`src/rtl/fanctl_pkg.sv`:
```
package fanctl_pkg;

   localparam int PWM_STEPS = 100;
   localparam int DATA_W    = 8;

   localparam logic [DATA_W-1:0] IDX_CTRL  = 8'h00;
   localparam logic [DATA_W-1:0] IDX_DUTY  = 8'h01;
   localparam logic [DATA_W-1:0] IDX_SPEED = 8'h01;

   localparam int CTRL_EN_BIT = 7;

   typedef enum logic [3:0] {
      TS_IDLE,
      TS_ADDR,
      TS_AACK,
      TS_REG,
      TS_RACK,
      TS_WR,
      TS_WACK,
      TS_RD,
      TS_RDACK
   } tgt_state_e;

endpackage

```
`src/rtl/fanctl_sync.sv`:
```
module fanctl_sync #(
   parameter int   STAGES  = 2,
   parameter logic RST_VAL = 1'b0
) (
   input  logic clk,
   input  logic rst_n,
   input  logic d,
   output logic q
);

   generate
      if (STAGES < 1) begin : g_bad
         $error("fanctl_sync: STAGES must be at least 1");
      end
   endgenerate

   logic [STAGES-1:0] pipe_q;

   generate
      if (STAGES == 1) begin : g_one
         always_ff @(posedge clk or negedge rst_n) begin
            if (!rst_n) pipe_q <= RST_VAL;
            else        pipe_q <= d;
         end
      end else begin : g_chain
         always_ff @(posedge clk or negedge rst_n) begin
            if (!rst_n) pipe_q <= {STAGES{RST_VAL}};
            else        pipe_q <= {pipe_q[STAGES-2:0], d};
         end
      end
   endgenerate

   assign q = pipe_q[STAGES-1];

endmodule

```
`src/rtl/fanctl_i2c_tgt.sv`:
```
module fanctl_i2c_tgt
   import fanctl_pkg::*;
#(
   parameter logic [6:0] DEV_ADDR    = 7'h74,
   parameter int         SYNC_STAGES = 2
) (
   input  logic              clk,
   input  logic              rst_n,
   input  logic              scl_i,
   input  logic              sda_i,
   output logic              sda_oe_o,
   output logic              wr_stb_o,
   output logic [DATA_W-1:0] wr_addr_o,
   output logic [DATA_W-1:0] wr_data_o,
   output logic [DATA_W-1:0] rd_addr_o,
   input  logic [DATA_W-1:0] rd_data_i
);

   localparam int CNT_W = $clog2(DATA_W + 1);
   localparam logic [CNT_W-1:0] LAST_BIT = CNT_W'(DATA_W);

   logic scl_s, sda_s, scl_q, sda_q;

   fanctl_sync #(.STAGES(SYNC_STAGES), .RST_VAL(1'b1)) u_scl_sync (
      .clk(clk), .rst_n(rst_n), .d(scl_i), .q(scl_s));
   fanctl_sync #(.STAGES(SYNC_STAGES), .RST_VAL(1'b1)) u_sda_sync (
      .clk(clk), .rst_n(rst_n), .d(sda_i), .q(sda_s));

   always_ff @(posedge clk or negedge rst_n) begin
      if (!rst_n) begin
         scl_q <= 1'b1;
         sda_q <= 1'b1;
      end else begin
         scl_q <= scl_s;
         sda_q <= sda_s;
      end
   end

   logic scl_rise, scl_fall, start_det, stop_det;
   assign scl_rise  =  scl_s & ~scl_q;
   assign scl_fall  = ~scl_s &  scl_q;
   assign start_det =  scl_s &  scl_q &  sda_q & ~sda_s;
   assign stop_det  =  scl_s &  scl_q & ~sda_q &  sda_s;

   tgt_state_e        state_q;
   logic [CNT_W-1:0]  bit_cnt_q;
   logic [DATA_W-1:0] shreg_q;
   logic [DATA_W-1:0] ptr_q;
   logic              rw_q;
   logic              mack_q;
   logic              oe_q;

   always_ff @(posedge clk or negedge rst_n) begin
      if (!rst_n) begin
         state_q   <= TS_IDLE;
         bit_cnt_q <= '0;
         shreg_q   <= '0;
         ptr_q     <= '0;
         rw_q      <= 1'b0;
         mack_q    <= 1'b0;
         oe_q      <= 1'b0;
         wr_stb_o  <= 1'b0;
         wr_addr_o <= '0;
         wr_data_o <= '0;
      end else begin
         wr_stb_o <= 1'b0;
         if (start_det) begin
            state_q   <= TS_ADDR;
            bit_cnt_q <= '0;
            oe_q      <= 1'b0;
         end else if (stop_det) begin
            state_q <= TS_IDLE;
            oe_q    <= 1'b0;
         end else begin
            unique case (state_q)
               TS_IDLE: ;
               TS_ADDR, TS_REG, TS_WR: begin
                  if (scl_rise) begin
                     shreg_q   <= {shreg_q[DATA_W-2:0], sda_s};
                     bit_cnt_q <= bit_cnt_q + 1'b1;
                  end else if (scl_fall && bit_cnt_q == LAST_BIT) begin
                     bit_cnt_q <= '0;
                     if (state_q == TS_ADDR) begin
                        if (shreg_q[DATA_W-1:1] == DEV_ADDR) begin
                           rw_q    <= shreg_q[0];
                           oe_q    <= 1'b1;
                           state_q <= TS_AACK;
                        end else begin
                           state_q <= TS_IDLE;
                        end
                     end else if (state_q == TS_REG) begin
                        ptr_q   <= shreg_q;
                        oe_q    <= 1'b1;
                        state_q <= TS_RACK;
                     end else begin
                        wr_stb_o  <= 1'b1;
                        wr_addr_o <= ptr_q;
                        wr_data_o <= shreg_q;
                        ptr_q     <= ptr_q + 1'b1;
                        oe_q      <= 1'b1;
                        state_q   <= TS_WACK;
                     end
                  end
               end
               TS_AACK: begin
                  if (scl_fall) begin
                     bit_cnt_q <= '0;
                     if (rw_q) begin
                        shreg_q <= rd_data_i;
                        oe_q    <= ~rd_data_i[DATA_W-1];
                        state_q <= TS_RD;
                     end else begin
                        oe_q    <= 1'b0;
                        state_q <= TS_REG;
                     end
                  end
               end
               TS_RACK, TS_WACK: begin
                  if (scl_fall) begin
                     oe_q    <= 1'b0;
                     state_q <= TS_WR;
                  end
               end
               TS_RD: begin
                  if (scl_rise) begin
                     bit_cnt_q <= bit_cnt_q + 1'b1;
                  end else if (scl_fall) begin
                     if (bit_cnt_q == LAST_BIT) begin
                        bit_cnt_q <= '0;
                        oe_q      <= 1'b0;
                        ptr_q     <= ptr_q + 1'b1;
                        state_q   <= TS_RDACK;
                     end else begin
                        shreg_q <= {shreg_q[DATA_W-2:0], 1'b0};
                        oe_q    <= ~shreg_q[DATA_W-2];
                     end
                  end
               end
               TS_RDACK: begin
                  if (scl_rise) begin
                     mack_q <= ~sda_s;
                  end else if (scl_fall) begin
                     if (mack_q) begin
                        shreg_q <= rd_data_i;
                        oe_q    <= ~rd_data_i[DATA_W-1];
                        state_q <= TS_RD;
                     end else begin
                        oe_q    <= 1'b0;
                        state_q <= TS_IDLE;
                     end
                  end
               end
               default: state_q <= TS_IDLE;
            endcase
         end
      end
   end

   assign sda_oe_o  = oe_q;
   assign rd_addr_o = ptr_q;

   AST_IDLE_RELEASED: assert property (@(posedge clk) disable iff (!rst_n)
      (state_q == TS_IDLE) |-> !oe_q);

   AST_PTR_AFTER_WRITE: assert property (@(posedge clk) disable iff (!rst_n)
      wr_stb_o |-> (ptr_q == wr_addr_o + 1'b1));

endmodule

```
`src/rtl/fanctl_pwm.sv`:
```
module fanctl_pwm
   import fanctl_pkg::*;
#(
   parameter int STEP_CYCLES = 20
) (
   input  logic              clk,
   input  logic              rst_n,
   input  logic              en_i,
   input  logic [DATA_W-1:0] duty_i,
   output logic              pwm_o
);

   localparam int PH_W = $clog2(PWM_STEPS);

   generate
      if (STEP_CYCLES < 1) begin : g_bad
         $error("fanctl_pwm: STEP_CYCLES must be at least 1");
      end
   endgenerate

   logic step_tick;

   generate
      if (STEP_CYCLES == 1) begin : g_nodiv
         assign step_tick = 1'b1;
      end else begin : g_div
         localparam int SW = $clog2(STEP_CYCLES);
         logic [SW-1:0] pre_q;
         always_ff @(posedge clk or negedge rst_n) begin
            if (!rst_n)                              pre_q <= '0;
            else if (pre_q == SW'(STEP_CYCLES - 1))  pre_q <= '0;
            else                                     pre_q <= pre_q + 1'b1;
         end
         assign step_tick = (pre_q == SW'(STEP_CYCLES - 1));
      end
   endgenerate

   logic [PH_W-1:0] phase_q;

   always_ff @(posedge clk or negedge rst_n) begin
      if (!rst_n) begin
         phase_q <= '0;
      end else if (step_tick) begin
         if (phase_q == PH_W'(PWM_STEPS - 1)) phase_q <= '0;
         else                                 phase_q <= phase_q + 1'b1;
      end
   end

   logic [DATA_W-1:0] duty_eff;
   assign duty_eff = (duty_i > DATA_W'(PWM_STEPS)) ? DATA_W'(PWM_STEPS) : duty_i;

   always_ff @(posedge clk or negedge rst_n) begin
      if (!rst_n) pwm_o <= 1'b0;
      else        pwm_o <= en_i && (DATA_W'(phase_q) < duty_eff);
   end

   AST_PWM_GATED: assert property (@(posedge clk) disable iff (!rst_n)
      !en_i |=> !pwm_o);

   AST_PWM_FULL: assert property (@(posedge clk) disable iff (!rst_n)
      (en_i && duty_i >= DATA_W'(PWM_STEPS)) |=> pwm_o);

   AST_PWM_ZERO: assert property (@(posedge clk) disable iff (!rst_n)
      (duty_i == '0) |=> !pwm_o);

endmodule

```
`src/rtl/fanctl_tach.sv`:
```
module fanctl_tach
   import fanctl_pkg::*;
#(
   parameter int WINDOW_CYCLES  = 50_000_000,
   parameter int PULSES_PER_REV = 2,
   parameter int SYNC_STAGES    = 2
) (
   input  logic              clk,
   input  logic              rst_n,
   input  logic              tach_i,
   output logic [DATA_W-1:0] rps_o
);

   localparam int WW    = $clog2(WINDOW_CYCLES);
   localparam int EW_R  = $clog2(WINDOW_CYCLES + 1);
   localparam int EW    = (EW_R > DATA_W + 1) ? EW_R : DATA_W + 1;
   localparam logic [EW-1:0] SAT = EW'((1 << DATA_W) - 1);

   generate
      if (WINDOW_CYCLES < 2) begin : g_bad_win
         $error("fanctl_tach: WINDOW_CYCLES must be at least 2");
      end
      if (PULSES_PER_REV < 1) begin : g_bad_ppr
         $error("fanctl_tach: PULSES_PER_REV must be at least 1");
      end
   endgenerate

   logic tach_s, tach_q;

   fanctl_sync #(.STAGES(SYNC_STAGES), .RST_VAL(1'b0)) u_tach_sync (
      .clk(clk), .rst_n(rst_n), .d(tach_i), .q(tach_s));

   always_ff @(posedge clk or negedge rst_n) begin
      if (!rst_n) tach_q <= 1'b0;
      else        tach_q <= tach_s;
   end

   logic tach_rise;
   assign tach_rise = tach_s & ~tach_q;

   logic [WW-1:0] win_q;
   logic          win_end;
   assign win_end = (win_q == WW'(WINDOW_CYCLES - 1));

   always_ff @(posedge clk or negedge rst_n) begin
      if (!rst_n)       win_q <= '0;
      else if (win_end) win_q <= '0;
      else              win_q <= win_q + 1'b1;
   end

   logic [EW-1:0] edges_q, total, quot;
   assign total = edges_q + EW'(tach_rise);

   generate
      if (PULSES_PER_REV == 1) begin : g_ppr_one
         assign quot = total;
      end else begin : g_ppr_div
         assign quot = total / EW'(PULSES_PER_REV);
      end
   endgenerate

   always_ff @(posedge clk or negedge rst_n) begin
      if (!rst_n) begin
         edges_q <= '0;
         rps_o   <= '0;
      end else if (win_end) begin
         edges_q <= '0;
         rps_o   <= (quot > SAT) ? SAT[DATA_W-1:0] : quot[DATA_W-1:0];
      end else begin
         edges_q <= total;
      end
   end

   AST_RPS_HOLD: assert property (@(posedge clk) disable iff (!rst_n)
      !win_end |=> $stable(rps_o));

endmodule

```
`src/rtl/fanctl_top.sv`:
```
module fanctl_top
   import fanctl_pkg::*;
#(
   parameter logic [6:0] DEV_ADDR       = 7'h74,
   parameter int         WINDOW_CYCLES  = 50_000_000,
   parameter int         PULSES_PER_REV = 2,
   parameter int         STEP_CYCLES    = 20,
   parameter int         SYNC_STAGES    = 2,
   parameter int         DUTY_RESET     = 80
) (
   input  logic clk,
   input  logic rst_n,
   input  logic scl_i,
   input  logic sda_i,
   output logic sda_oe_o,
   input  logic tach_i,
   output logic pwm_o
);

   generate
      if (DUTY_RESET < 0 || DUTY_RESET > 255) begin : g_bad_duty
         $error("fanctl_top: DUTY_RESET must fit in one byte");
      end
   endgenerate

   logic              wr_stb;
   logic [DATA_W-1:0] wr_addr, wr_data, rd_addr, rd_data;
   logic [DATA_W-1:0] ctrl_q, duty_q, rps;

   fanctl_i2c_tgt #(.DEV_ADDR(DEV_ADDR), .SYNC_STAGES(SYNC_STAGES)) u_tgt (
      .clk(clk), .rst_n(rst_n), .scl_i(scl_i), .sda_i(sda_i),
      .sda_oe_o(sda_oe_o), .wr_stb_o(wr_stb), .wr_addr_o(wr_addr),
      .wr_data_o(wr_data), .rd_addr_o(rd_addr), .rd_data_i(rd_data));

   always_ff @(posedge clk or negedge rst_n) begin
      if (!rst_n) begin
         ctrl_q <= '0;
         duty_q <= DATA_W'(DUTY_RESET);
      end else if (wr_stb) begin
         if (wr_addr == IDX_CTRL)      ctrl_q <= wr_data;
         else if (wr_addr == IDX_DUTY) duty_q <= wr_data;
      end
   end

   always_comb begin
      unique case (rd_addr)
         IDX_CTRL:  rd_data = ctrl_q;
         IDX_SPEED: rd_data = rps;
         default:   rd_data = '0;
      endcase
   end

   fanctl_pwm #(.STEP_CYCLES(STEP_CYCLES)) u_pwm (
      .clk(clk), .rst_n(rst_n), .en_i(ctrl_q[CTRL_EN_BIT]),
      .duty_i(duty_q), .pwm_o(pwm_o));

   fanctl_tach #(.WINDOW_CYCLES(WINDOW_CYCLES), .PULSES_PER_REV(PULSES_PER_REV),
                 .SYNC_STAGES(SYNC_STAGES)) u_tach (
      .clk(clk), .rst_n(rst_n), .tach_i(tach_i), .rps_o(rps));

   AST_CTRL_STORE: assert property (@(posedge clk) disable iff (!rst_n)
      (wr_stb && wr_addr == IDX_CTRL) |=> (ctrl_q == $past(wr_data)));

   AST_OOR_IGNORED: assert property (@(posedge clk) disable iff (!rst_n)
      (wr_stb && wr_addr > IDX_DUTY) |=> ($stable(ctrl_q) && $stable(duty_q)));

endmodule

```
`config.mk`:
```
export PLATFORM = sky130hd
export DESIGN_NAME = fanctl_top
export DESIGN_NICKNAME = d
export VERILOG_FILES = /design/src/rtl/fanctl_pkg.sv /design/src/rtl/fanctl_sync.sv /design/src/rtl/fanctl_i2c_tgt.sv /design/src/rtl/fanctl_pwm.sv /design/src/rtl/fanctl_tach.sv /design/src/rtl/fanctl_top.sv
export SDC_FILE = /design/constraint.sdc
export NUM_CORES = 1
export LEC_CHECK = 0
export BUFFER_PORTS_ARGS = -buffer_cell sky130_fd_sc_hd__buf_2
export CORE_AREA = 2 2 175 91
export CTS_CLUSTER_DIAMETER = 60
export CTS_CLUSTER_SIZE = 24
export DETAILED_ROUTE_END_ITERATION = 16
export DIE_AREA = 0 0 177 93
export GPL_TIMING_DRIVEN = 0
export PLACE_DENSITY = 0.68
export SETUP_SLACK_MARGIN = 0.1
export SYNTH_ARGS = -nofsm -noshare
export SYNTH_HDL_FRONTEND = slang
export SYNTH_SLANG_ARGS = --single-unit
export TNS_END_PERCENT = 30
```
`constraint.sdc`:
```
create_clock -name clk -period 2.8 [get_ports clk]
set_input_delay 0.14 -clock clk [delete_from_list [all_inputs] [get_ports clk]]
set_output_delay 0.14 -clock clk [all_outputs]
set_load 0.02 [all_outputs]
```
# After elaboration in Yosys (flattened, before gate mapping)
# Cells that the tools add are included.
[totals]
ff_bits = 142
[op_classes]
order_cmp = 3
n_eq_ne = 44
bitwise_logic = 21
muxes = 74
addsub = 6
n_reduce_logical = 21
[ops]
columns = ["cell", "n"]
rows = [
  ["$mux 8", 18],
  ["$mux 4", 20],
  ["$mux 26", 2],
  ["$ne 4x1->1 const B", 9],
  ["$pmux 8 s2", 2],
  ["$pmux 8 s4", 1],
  ["$add 26x1->26", 1],
  ["$add 26x1->26 const B", 1],
  ["$eq 26x26->1 const B", 1],
  ["$gt 25x8->1 const B", 1],
  ["$pmux 4 s6", 1],
  ["$mux 1", 22],
  ["$reduce_and 10->1", 2],
  ["$ne 2x1->1 const B", 9],
  ["$eq 4x3->1 const B", 4],
  ["$eq 8x1->1 const B", 2],
  ["$logic_not 8->1", 2],
  ["$eq 7x7->1 const B", 2],
  ["$reduce_and 7->1", 2],
  ["$not 1->1", 13],
  ["$ne 4x4->1 const B", 3],
  ["$pmux 4 s3", 1],
  ["$reduce_and 12->1", 1],
  ["$ne 2x2->1 const B", 5],
  ["other kinds (30)", 44],
]

# Logic depth before layout (Yosys ltp)
[depth]
ltp_word = 9
ltp_mapped = 11

# Hierarchy
# A second synthesis with hierarchy kept.
[hier_totals]
hier_cells = 751
hier_area_um2 = 7727.4
[by_module_without_submodules]
columns = ["module", "area_per_inst_um2", "n_inst", "seq_area_each_um2", "cells_per_inst"]
rows = [
  ["fanctl_tach", 3113.0, 1, 1526.5, 324],
  ["fanctl_i2c_tgt", 2837.7, 1, 1153.6, 281],
  ["fanctl_top", 817.0, 1, 402.9, 57],
  ["fanctl_pwm", 804.5, 1, 325.3, 83],
  ["fanctl_sync at u_tgt.u_scl_sync ...", 52.6, 2, 52.6, 2],
  ["fanctl_sync at u_tach.u_tach_sync", 50.0, 1, 50.0, 2],
]

# Worst setup path before layout
# Ideal clock, no wire load.
[synth_path]
kind = "reg-to-reg"
from = "register u_tach.tach_q"
to = "register u_tach.rps_o[0]"
path_slack_ns = 0.184
synth_period_minus_slack_ns = 2.616
t_required_ns = 2.664
stages_incl_launch_ff = 10
t_arrival_ns = 2.480
setup_ns = 0.136
path_cell_list = "dfrtp_1 -> nor2b_1 -> ha_1 -> ha_1 -> nand4_1 -> nor4_1 -> nor4bb_1 -> o22ai_1 -> nor4_4 -> a21oi_1"
[synth_between]
elab_chain_cells = 5
[synth_rtl]
columns = ["item", "line", "source"]
rows = [
  ["start: declaration", "fanctl_tach.sv:28", "logic tach_s, tach_q;"],
  ["start signal: assignment", "fanctl_tach.sv:35", "else tach_q <= tach_s;"],
  ["$not 1->1 *", "fanctl_tach.sv:39", "assign tach_rise = tach_s & ~tach_q;"],
  ["$and 1x1->1 *", "fanctl_tach.sv:39", ""],
  ["$add 26x1->26 *", "fanctl_tach.sv:52", "assign total = edges_q + EW'(tach_rise);"],
  ["$gt 25x8->1", "fanctl_tach.sv:68", "rps_o <= (quot > SAT) ? SAT[DATA_W-1:0] : quot[DATA_W-1:0];"],
  ["$mux 8 *", "fanctl_tach.sv:68", ""],
  ["end signal: assignment", "fanctl_tach.sv:68", ""],
  ["end: declaration", "fanctl_tach.sv:11", "output logic [DATA_W-1:0] rps_o"],
]
# Every way passes the cells marked *; elsewhere a longest branch is shown, timed or not.
# A chain may end at the register's enable or synchronous reset.

# Final worst setup path
[layout_path]
from = "register u_tach.tach_q"
to = "register u_tach.rps_o[1]"
# Same word-level chain as after synthesis.

==> flow_summary.ini <==
[outcome]
outcome = finished clean

[place]
portBuffers = 6
post-place-ws_ns = -0.5005
gp_congestion = 0.8917
hpwl_um = 11710

[cts]
cts_buffer_depth = 2
cts_sinks = 142
cts_tree = yes
clk_pin_slew_ns = 0.06
htreeDepth = 4
root_buffer = clkbuf_16
cts_made_buffers = 17
clk_latency_ns = 0.42

[synthesis]
synth_compound_area_share_pct = 10.02
netlist_area_um2 = 7328
muxShareOfSynthArea_pct = 4.985
synth_xor_area_share_pct = 6.215
synth_edf_count = 0
synth_top_family_by_area = simple AND/OR/NAND/NOR gates
yosysTopAreaCellShare_pct = 45.76
synthAdderAreaFrac_pct = 3.415
synth_area_leader_cell = dfrtp_1
syn_inst = 768
avgSynthCellArea_um2 = 9.542
synth-async-reset-ratio_pct = 100.0
yosysSeqAreaShare_pct = 48.63
synth.area.top_cells = dfrtp_1 (46%), nand2_1 (5.3%), mux2_2 (4.3%)
ys_ff_latch = 142
yosys.area_share.simple_pct = 23.95
yosysWarnings = 0
yosys.cell_types.count = 62
synth_fp_nets = 793
synth_ff_type = dfrtp_1

[critical_path]
slowest_delay_ns = 0.44
startpoint_type = flop
crit_type = reg2reg
cp-end-kind = flop
cp_slowest_cell = or4_4
crit_required_ns = 3.09
rr_startpoint = u_tach.tach_q
crit_chain = nor2b_4 > ha_4 > nand3_1 > or4_4 > buf_4 > nor2_4 > nand4_1 > a22o_1 > nor4_4 > buf_6 > a21oi_4
arrival_ns = 2.96
critPathTopFamily = simple AND/OR/NAND/NOR gates
cp.buffers_inverters = 2
path_max_fanout = 8
crit_start = u_tach.tach_q

[route]
drt_first_pass_iters = 7
drc = 0
vias = 5930
drtIter0Drc = 474
route.antenna.remaining_nets = 0
via_per_inst = 5.757
wl_per_cell_um = 16.69
wl_um = 17190

[min_path]
hold_path_class = in2async

[die]
die-area_um2 = 16460
initial_core_util_pct = 48.81
num_rows = 32
fp.dieW_um = 177
coreArea_um2 = 15010
die_h_um = 93
num_io_pins = 7

[sta]
setup_slack_ns = 0.1287
hold_ws_ns = 0.2000
finalHoldViolations = 0
setup_viol = 0
slew_viol_final = 0
relSlewSlack_pct = 52.61
period_share_pct = 95.40
rsz0062_at_grt = yes
min_period_ns = 2.671
final.setup_skew_ns = 0.008111
fmax_mhz = 374.4
tightest_slew_ns = 0.7043

[finish]
antenna_cells = 0
layout-drive-gt1-share_pct = 16.22
area_growth_pct = 17.96
nets = 838

[grt]
globalRouteOverflowTotal = 0
grt_util_met2_pct = 31.00
grt_use_total_pct = 22.56
met1_usage_pct = 34.22
antenna_found_initial = 0
grt-busiest-layer = met1
grt_max_degree = 104
met3_usage_pct = 7.154
grt_pass1_vias = 5790
grt_pass1_wl_um = 29060

[power]
max-vdd-ir-drop_uv = 441.7
p_leak_nw = 3.827
powerDensity_nw_per_um2 = 676.2

[flow_run]
drv_cap = 0
-- cell type report --
type | instances | area, um2
buffer | 30 | 142.6
clock buffer | 21 | 450.4
clock inverter | 11 | 158.9
fill | 1277 | 6370
inverter | 18 | 67.56
multi-input combinational | 576 | 3769
sequential | 142 | 3566
tap | 204 | 255.2
timing repair buffer | 28 | 235.2
-- layer usage --
metal | wire length, um | share of wire (%)
met5 | 0 | 0
met4 | 126 | 0.73
met3 | 1221 | 7.1
met2 | 7163 | 42
met1 | 8678 | 50
-- cell usage after synthesis, types with 3 or more instances --
cell / count
nand2b_1: 5
a31oi_1: 7
nor3b_1: 4
o21ai_0: 41
nand3b_1: 6
or3_1: 4
nand3_1: 39
nand4_1: 20
nand4b_1: 3
xor2_1: 23
ha_1: 20
nor2b_1: 9
mux2i_1: 5
and3_1: 18
clkbuf_1: 25
buf_2: 4
dfstp_2: 8
and4_1: 4
dfrtp_1: 134
and2_1: 4
xnor2_1: 29
o22ai_1: 5
a311oi_1: 3
mux2_2: 28
a22oi_1: 8
a21o_1: 8
nor4bb_1: 4
nor4_1: 8
nor4b_1: 5
nor2_1: 83
nand2_1: 103
nor3_1: 20
inv_1: 18
a21oi_1: 33
-- through the flow --
stage / std cells / utilization (%) / area, um2 / setup TNS, ns / total power, mW
after floorplan: 768 / - / 7328 / 0 / 3.122
after global placement: 978 / 50.71 / 7614 / -46.36 / 3.408
after detailed placement: 979 / 50.93 / 7647 / -3.928 / 3.444
after CTS: 1023 / 56.15 / 8431 / 0 / 5.798
after global routing: 1030 / 57.57 / 8645 / 0 / 6.146
final: 1030 / 57.57 / 8645 / 0 / 5.845
-- what timing repair did --
item                                    4_1_cts  5_1_grt
hold buffers                                  4        0
endpoints found under the setup margin       18       35
cloned                                        0        0
setup buffers                                 8        9
pin swaps                                     7       17
hold endpoints to repair                     42        0
resized for setup                            16       34
-- layout by cell type (no fill, tap or decap), types with 9 or more instances in the layout --
cell	n
dfrtp_1	132
nand2_1	103
nor2_1	82
o21ai_0	41
nand3_1	39
xnor2_1	29
mux2_2	27
a21oi_1	25
clkbuf_1	23
xor2_1	23
nand4_1	20
nor3_1	19
inv_1	18
buf_4	17
ha_1	17
clkbuf_16	17
and3_1	15
buf_2	9
-- final timing paths --
path                                                 to  slack, ns  cells past startpoint
setup / recovery                        u_tach.rps_o[1]       0.13                     11
hold / removal                       u_tach.edges_q[22]       0.20                      2
setup reg to reg                        u_tach.rps_o[1]       0.13                     11
hold reg to reg            u_tach.u_tach_sync.pipe_q[1]       0.35                      0
max in group asynchronous                     duty_q[6]       1.77                      3
min in group clk           u_tach.u_tach_sync.pipe_q[1]       0.35                      0
-- flip-flops by register name, indices dropped and copies added (netlist names), 2 cells and up --
register and count:
u_tgt.rd_addr_o 8, u_tach.win_q 26, u_tach.rps_o 8, u_tach.u_tach_sync.pipe_q 2, u_tgt.shreg_q 8, u_tgt.u_sda_sync.pipe_q 2
u_tgt.u_scl_sync.pipe_q 2, u_pwm.g_div.pre_q 5, u_tgt.state_q 4, u_tgt.wr_data_o 8, u_pwm.phase_q 7, duty_q 8
u_tgt.wr_addr_o 8, ctrl_q 8, u_tgt.bit_cnt_q 4, u_tach.edges_q 26
-- worst register-to-register path: stages (launching register included) --
cell	delay [ns]
dfrtp_1	0.39
nor2b_4	0.18
ha_4	0.15
nand3_1	0.11
or4_4	0.44
buf_4	0.17
nor2_4	0.12
nand4_1	0.15
a22o_1	0.30
nor4_4	0.27
buf_6	0.21
a21oi_4	0.07
-- logic make-up after synthesis --
kind of cell,count (synthesis)
AND/OR/NAND/NOR,350
flip-flops,142
AO/OA/AOI/OAI,121
XOR/XNOR,52
buffers and inverters,50
multiplexers,33
adder cells (fa/ha/maj),20
-- report_power, final --
| group | leakage, nW | switching [mW] | internal (mW) |
|---|---|---|---|
| Clock | 0.286 | 0.898 | 1.44 |
| Sequential | 1.89 | 0.215 | 2.20 |
| Combinational | 1.65 | 0.654 | 0.436 |
Power figures use the tool's default switching activity.
